### config.mk
export PLATFORM = sky130hd
export DESIGN_NAME = lbirq_ctrl
export DESIGN_NICKNAME = d
export VERILOG_FILES = /design/src/rtl/lbirq_pkg.sv /design/src/rtl/lbirq_ctl.sv /design/src/rtl/lbirq_dp.sv /design/src/rtl/lbirq_ctrl.sv
export SDC_FILE = /design/constraint.sdc
export NUM_CORES = 1
export LEC_CHECK = 0
export CAP_MARGIN = 20
export CORE_UTILIZATION = 54
export CTS_BUF_LIST = sky130_fd_sc_hd__clkbuf_8
export CTS_CLUSTER_DIAMETER = 40
export DETAILED_ROUTE_END_ITERATION = 16
export DONT_BUFFER_PORTS = 1
export MAX_ROUTING_LAYER = met4
export PLACE_DENSITY = 0.69
export SETUP_SLACK_MARGIN = 0.2
export SLEW_MARGIN = 25
export SYNTH_ARGS = -nofsm -noshare
export SYNTH_HDL_FRONTEND = slang
export SYNTH_HIERARCHICAL = 1
export SYNTH_SLANG_ARGS = --single-unit
### constraint.sdc
create_clock -name clk -period 3.1 [get_ports clk]
set_input_delay 0.62 -clock clk [delete_from_list [all_inputs] [get_ports clk]]
set_output_delay 0.62 -clock clk [all_outputs]
set_load 0.05 [all_outputs]
### src/rtl/lbirq_pkg.sv
package lbirq_pkg;
  localparam int REG_W = 16;
  localparam int BUS_W = 32;

  typedef enum logic [1:0] {
    SZ_BYTE = 2'b00,
    SZ_HALF = 2'b01,
    SZ_WORD = 2'b10,
    SZ_NONE = 2'b11
  } acc_size_e;

  typedef enum logic [1:0] {
    RG_NONE = 2'b00,
    RG_VEC  = 2'b01,
    RG_MASK = 2'b10
  } reg_sel_e;

  typedef enum logic [1:0] {
    WD_LOW  = 2'b00,
    WD_HIGH = 2'b01,
    WD_BYTE = 2'b10
  } wr_src_e;

  // Strobes from the access decoder to the datapath
  typedef struct packed {
    logic [1:0] maskBe;
    wr_src_e    maskSrc;
    reg_sel_e   rdLo;
    reg_sel_e   rdHi;
    logic       rdByte;
    logic       rdByteHi;
  } strobe_t;
endpackage

### src/rtl/lbirq_ctl.sv
module lbirq_ctl
  import lbirq_pkg::*;
#(
  parameter int ADDR_W   = 12,
  parameter int VEC_OFS  = 0,
  parameter int MASK_OFS = 2
) (
  input  logic              busSel,
  input  logic              busWr,
  input  logic [1:0]        busSize,
  input  logic [ADDR_W-1:0] busAddr,
  output strobe_t           stb
);
  localparam int EXT_W = ADDR_W + 1;

  logic [EXT_W-1:0] halfAddr0;
  logic [EXT_W-1:0] halfAddr1;
  reg_sel_e         reg0;
  reg_sel_e         reg1;
  acc_size_e        accSize;

  function automatic reg_sel_e regOf(input logic [EXT_W-1:0] a);
    if (a == EXT_W'(VEC_OFS))       return RG_VEC;
    else if (a == EXT_W'(MASK_OFS)) return RG_MASK;
    else                            return RG_NONE;
  endfunction

  // The extra address bit keeps the second half of a word at the top of
  // the window from wrapping back onto offset zero.
  assign halfAddr0 = {1'b0, busAddr[ADDR_W-1:1], 1'b0};
  assign halfAddr1 = halfAddr0 + EXT_W'(2);
  assign reg0      = regOf(halfAddr0);
  assign reg1      = regOf(halfAddr1);
  assign accSize   = acc_size_e'(busSize);

  always_comb begin
    stb = '0;
    if (busSel) begin
      if (busWr) begin
        case (accSize)
          SZ_BYTE: if (reg0 == RG_MASK) begin
            stb.maskBe  = busAddr[0] ? 2'b10 : 2'b01;
            stb.maskSrc = WD_BYTE;
          end
          SZ_HALF: if (reg0 == RG_MASK) begin
            stb.maskBe  = 2'b11;
            stb.maskSrc = WD_LOW;
          end
          SZ_WORD: begin
            if (reg0 == RG_MASK) begin
              stb.maskBe  = 2'b11;
              stb.maskSrc = WD_LOW;
            end else if (reg1 == RG_MASK) begin
              stb.maskBe  = 2'b11;
              stb.maskSrc = WD_HIGH;
            end
          end
          default: ;
        endcase
      end else begin
        case (accSize)
          SZ_BYTE: begin
            stb.rdLo     = reg0;
            stb.rdByte   = 1'b1;
            stb.rdByteHi = busAddr[0];
          end
          SZ_HALF: stb.rdLo = reg0;
          SZ_WORD: begin
            stb.rdLo = reg0;
            stb.rdHi = reg1;
          end
          default: ;
        endcase
      end
    end
  end
endmodule

### src/rtl/lbirq_dp.sv
module lbirq_dp
  import lbirq_pkg::*;
#(
  parameter int                N_LINES  = 16,
  parameter logic [REG_W-1:0]  MASK_RST = 16'h0010
) (
  input  logic               clk,
  input  logic               rstN,
  input  logic [N_LINES-1:0] irqLines,
  input  strobe_t            stb,
  input  logic [BUS_W-1:0]   wrData,
  output logic [BUS_W-1:0]   rdData,
  output logic               irqOut,
  output logic [N_LINES-1:0] srcVec,
  output logic [REG_W-1:0]   maskVec
);
  localparam int N_BYTES = REG_W / 8;

  logic [N_LINES-1:0] srcQ;
  logic [REG_W-1:0]   maskQ;
  logic [N_LINES-1:0] pending;
  logic [REG_W-1:0]   vecVal;
  logic [REG_W-1:0]   wrHalf;
  logic [REG_W-1:0]   rdLoVal;
  logic [REG_W-1:0]   rdHiVal;

  always_ff @(posedge clk) begin
    if (!rstN) srcQ <= '0;
    else       srcQ <= irqLines;
  end

  always_comb begin
    case (stb.maskSrc)
      WD_LOW:  wrHalf = wrData[REG_W-1:0];
      WD_HIGH: wrHalf = wrData[2*REG_W-1:REG_W];
      default: wrHalf = {N_BYTES{wrData[7:0]}};
    endcase
  end

  for (genvar b = 0; b < N_BYTES; b++) begin : g_maskByte
    always_ff @(posedge clk) begin
      if (!rstN)             maskQ[8*b +: 8] <= MASK_RST[8*b +: 8];
      else if (stb.maskBe[b]) maskQ[8*b +: 8] <= wrHalf[8*b +: 8];
    end
  end

  assign pending = srcQ & maskQ[N_LINES-1:0];
  assign irqOut  = |pending;

  // Lowest-numbered pending line wins
  always_comb begin
    vecVal = '0;
    for (int i = N_LINES - 1; i >= 0; i--) begin
      if (pending[i]) vecVal = REG_W'((i + 1) << 2);
    end
  end

  function automatic logic [REG_W-1:0] valOf(input reg_sel_e s);
    case (s)
      RG_VEC:  return vecVal;
      RG_MASK: return maskQ;
      default: return '0;
    endcase
  endfunction

  assign rdLoVal = valOf(stb.rdLo);
  assign rdHiVal = valOf(stb.rdHi);

  always_comb begin
    if (stb.rdByte)
      rdData = {{(BUS_W-8){1'b0}}, stb.rdByteHi ? rdLoVal[15:8] : rdLoVal[7:0]};
    else
      rdData = {rdHiVal, rdLoVal};
  end

  assign srcVec  = srcQ;
  assign maskVec = maskQ;
endmodule

### src/rtl/lbirq_ctrl.sv
module lbirq_ctrl
  import lbirq_pkg::*;
#(
  parameter int N_LINES = 16,
  parameter int ADDR_W  = 12
) (
  input  logic               clk,
  input  logic               rstN,
  input  logic [N_LINES-1:0] irqLines,
  input  logic               busSel,
  input  logic               busWr,
  input  logic [1:0]         busSize,
  input  logic [ADDR_W-1:0]  busAddr,
  input  logic [31:0]        busWrData,
  output logic [31:0]        busRdData,
  output logic               irqOut
);
  strobe_t            stb;
  logic [N_LINES-1:0] srcVec;
  logic [REG_W-1:0]   maskVec;

  lbirq_ctl #(.ADDR_W(ADDR_W), .VEC_OFS(0), .MASK_OFS(2)) u_ctl (
    .busSel (busSel),
    .busWr  (busWr),
    .busSize(busSize),
    .busAddr(busAddr),
    .stb    (stb)
  );

  lbirq_dp #(.N_LINES(N_LINES), .MASK_RST(16'h0010)) u_dp (
    .clk     (clk),
    .rstN    (rstN),
    .irqLines(irqLines),
    .stb     (stb),
    .wrData  (busWrData),
    .rdData  (busRdData),
    .irqOut  (irqOut),
    .srcVec  (srcVec),
    .maskVec (maskVec)
  );
endmodule

==> results.txt <==
- The run finished, with violations left.
- Violated checks: negative setup slack
* Leak Pwr: 1.16 nW
* Final #Nets: 379
- Clock transition time at the flip-flop clock pins of the worst setup and hold paths: 0.06 ns
- Number of antenna violations at the first check in global routing: 0
* CTS H-Tree Depth: 2
- Routed length per placed instance: 19.4 um
- Total standard cell area after synthesis: 2140 um2
- Worst min-delay path category: in -> reg
- Unrepaired setup endpoints after global routing: true
- The first detailed-routing pass ran for 4 iterations.
- Top post-synthesis cells by area: sky130_fd_sc_hd__dfxtp_1 (30%), sky130_fd_sc_hd__and2_1 (11%), sky130_fd_sc_hd__mux2i_1 (11%)
- The number of antenna diodes in the final layout is 0.
- Global routing used 33.2% of the available tracks.
* Endpoint required time on the critical path: 2.48 ns
- The completed layout was analyzed and its total power is 0.810 mW.
- Transition time at the pin with the least slew margin: 0.597 ns
* Global-route wire length before repair: 10200 um
* Total vias in the final route: 2211
- Clock tree synthesis found a total of 32 sinks.
- Clock tree from TritonCTS: done
- The top cell type by area accounts for 30.0% of the synthesized area.
- The filler cells instantiated in the layout total 203.
- Crit share post-route: 101%
* Layout Area Growth over Synthesis: 51.3%
* Area of the core: 3720 um2
- Count of port buffers added during placement: 0
* Footprint of the flip-flops and latches: 641 um2
- Via density per instance: 6.18
- EDFF count, synth: 0
- Avg Inst Size Synth: 8.03 um2
- # rows: 22
- IO Count: 99
* Total Die Area: 4210 um2
- Clock Skew: 0 ns
- Yosys warning total: 6
- Distinct cell type count of the synthesized netlist: 42
* Multi-input gate area in the final layout: 1640 um2
- Across the run, the number of max-cap violations was 0.
* Crit. End Element: output port
- Number of global-route vias before repair: 2130
- Timing would allow up to 0.319 GHz.
- TritonCTS created 5 clock buffers.
* Count of state elements after synthesis: 32
* Top cell types by occurrence after synthesis: sky130_fd_sc_hd__nand2_1 (41), sky130_fd_sc_hd__and2_1 (39), sky130_fd_sc_hd__dfxtp_1 (32)
- Data arrives at the worst endpoint at 2.52 ns.
- Final setup fails: 3
* Clock insertion delay at the later pin of the skew report: 0.28 ns
* Detailed-route DRC error count: 0
- Measured along the x axis, the die boundary spans 64.9 um.
- Share of flip-flops with an asynchronous set or reset after synthesis: 0%
* Most frequent cell after synthesis: sky130_fd_sc_hd__nand2_1
- Cell Pwr Density: 250 nW/um2
- The worst setup path is of the in -> out kind.
- Hold repair after CTS inserted 0 buffers.
* Largest area contributor in the synthesized netlist: sky130_fd_sc_hd__dfxtp_1
* Post-route worst setup slack: -0.0376 ns
* Maximum number of pins on one net before global-route repair: 33
- Counting every net in the synthesized netlist gives 336.
* Top FF cell, synth: sky130_fd_sc_hd__dfxtp_1
* Final slew viol count: 0
* Largest fanout of any net on the critical path: 7
- In the final timing run, aggregate negative setup slack is -0.0937 ns.
* Share of layout cells above drive strength 1: 31.9%
* End-of-flow core utilization: 87.0%
* Clock period minus worst slack: 3.14 ns
- STA classifies the critical path startpoint as an input pin.
* Final Hold Violating Endpoints: 0
- Worst slew margin relative to its limit: 60.0%
- Synthesis produced 266 cells.
* Pre-CTS worst setup slack: -0.102 ns
- Overall die height: 64.9 um
- Share of the yosys chip area belonging to registers: 30.0%
- The worst-case IR drop observed on VDD is 0.000312 V.
* Total Wirelength: 6950 um
* Global-route congestion overflow total: 0
* Detailed placement HPWL: 4890 um
- Root Buffer Master: sky130_fd_sc_hd__clkbuf_8
- No sink is reached through more buffers than the 2 on the longest clock path.
- The detailed router finished its first iteration with 227 violations.
- Residual antenna-violating net count after detailed routing: 0
- For this configuration, the core starts out at a cell density of 57.5%.
- At the end of routability-driven placement, the weighted congestion stood at 1.00.
[path summary, 6_finish.rpt]
| kind | depth (start not counted) | end | slack (ns) | startpoint |
|---|---|---|---|---|
| max | 9 | busRdData[3] | -0.04 | busAddr[5] |
| min | 1 | u_dp/maskVec[4]$_SDFFE_PN1P_ | 0.41 | rstN |
| max reg2reg | 2 | u_dp/maskVec[10]$_SDFFE_PN0P_ | 2.30 | u_dp/maskVec[10]$_SDFFE_PN0P_ |
| min reg2reg | 1 | u_dp/maskVec[7]$_SDFFE_PN0P_ | 0.59 | u_dp/maskVec[7]$_SDFFE_PN0P_ |
[power by group]
part	internal, mW	switching, mW	leakage [nW]
sequential	0.423	0.00819	0.262
clock	0.174	0.149	0.0538
combinational	0.0261	0.0294	0.840
total	0.623	0.187	1.16
[logic make-up (layout without fill, tap and decap cells)]
kind of cell	after synthesis	in the layout	synth area share, %
AOI/OAI and AO/OA	57	57	19.1
adders and majority gates	4	4	2.34
buffers and inverters	19	63	3.69
DFF	32	32	30.0
muxes	25	25	11.8
other	1	1	0.175
and+or+nand+nor	128	128	32.9
[flip-flops by register name, summed over array words and instances, names as in the netlist]
name and cells:
u_dp/maskVec 16, u_dp/srcVec 16
[through the flow]
| stage | instances | cell area [um2] | hold slack [ns] |
|---|---|---|---|
| 5_1_grt | 358 | 3230 | 0.408 |
| 3_5_place_dp | 344 | 2960 | 0.561 |
| 6_report | 358 | 3230 | 0.411 |
| 4_1_cts | 354 | 3110 | 0.409 |
| 3_3_place_gp | 344 | 2960 | 0.560 |
| 2_1_floorplan | 266 | 2230 | 0.501 |
[cell type report]
class | count | share of cell area [%]
multi-input combinational | 215 | 50.6
timing repair buffer | 49 | 24.1
sequential | 32 | 19.8
clock buffer | 6 | 2.55
tap | 48 | 1.86
inverter | 6 | 0.813
clock inverter | 2 | 0.232
[what timing repair did]
item                                    CTS  global route
buffers inserted                          2             4
endpoints found under the setup margin   18            29
resized for setup                         9            27
pin swaps                                 7             4
[per-layer routing]
metal  vias up  track usage, %  wire length [um]
met2       118            52.7              3540
met4         0            14.7               166
met3        21            9.86               550
li1       1029               -                 -
met5         -               -                 0
met1      1043            38.6              2690
[worst max-delay path, cell delays in order]
cell                       delay (ns)
sky130_fd_sc_hd__nor4_4          0.28
sky130_fd_sc_hd__nand4b_1        0.25
sky130_fd_sc_hd__nor3_2          0.20
sky130_fd_sc_hd__inv_1           0.10
sky130_fd_sc_hd__ha_4            0.28
sky130_fd_sc_hd__nand3b_1        0.27
sky130_fd_sc_hd__buf_6           0.20
sky130_fd_sc_hd__o22ai_4         0.16
sky130_fd_sc_hd__buf_12          0.16
[cells in the final DEF (no fill, tap or decap), types with 3 or more instances in the layout]
cell type / instances
sky130_fd_sc_hd__and2_1: 27
sky130_fd_sc_hd__mux2i_1: 24
sky130_fd_sc_hd__o21ai_4: 3
sky130_fd_sc_hd__and2_4: 12
sky130_fd_sc_hd__nor3_1: 4
sky130_fd_sc_hd__o21ai_0: 8
sky130_fd_sc_hd__a21oi_1: 4
sky130_fd_sc_hd__nor2b_1: 9
sky130_fd_sc_hd__a22oi_1: 7
sky130_fd_sc_hd__a22o_1: 4
sky130_fd_sc_hd__nor2_1: 7
sky130_fd_sc_hd__nor3b_1: 4
sky130_fd_sc_hd__buf_12: 31
sky130_fd_sc_hd__nand2_1: 39
sky130_fd_sc_hd__a21oi_2: 4
sky130_fd_sc_hd__o211a_1: 8
sky130_fd_sc_hd__inv_1: 7
sky130_fd_sc_hd__buf_4: 15
sky130_fd_sc_hd__nand3_1: 5
sky130_fd_sc_hd__dfxtp_1: 32
sky130_fd_sc_hd__clkbuf_8: 6
sky130_fd_sc_hd__a31oi_1: 3
No activity file was read; power rests on OpenSTA's default activity.
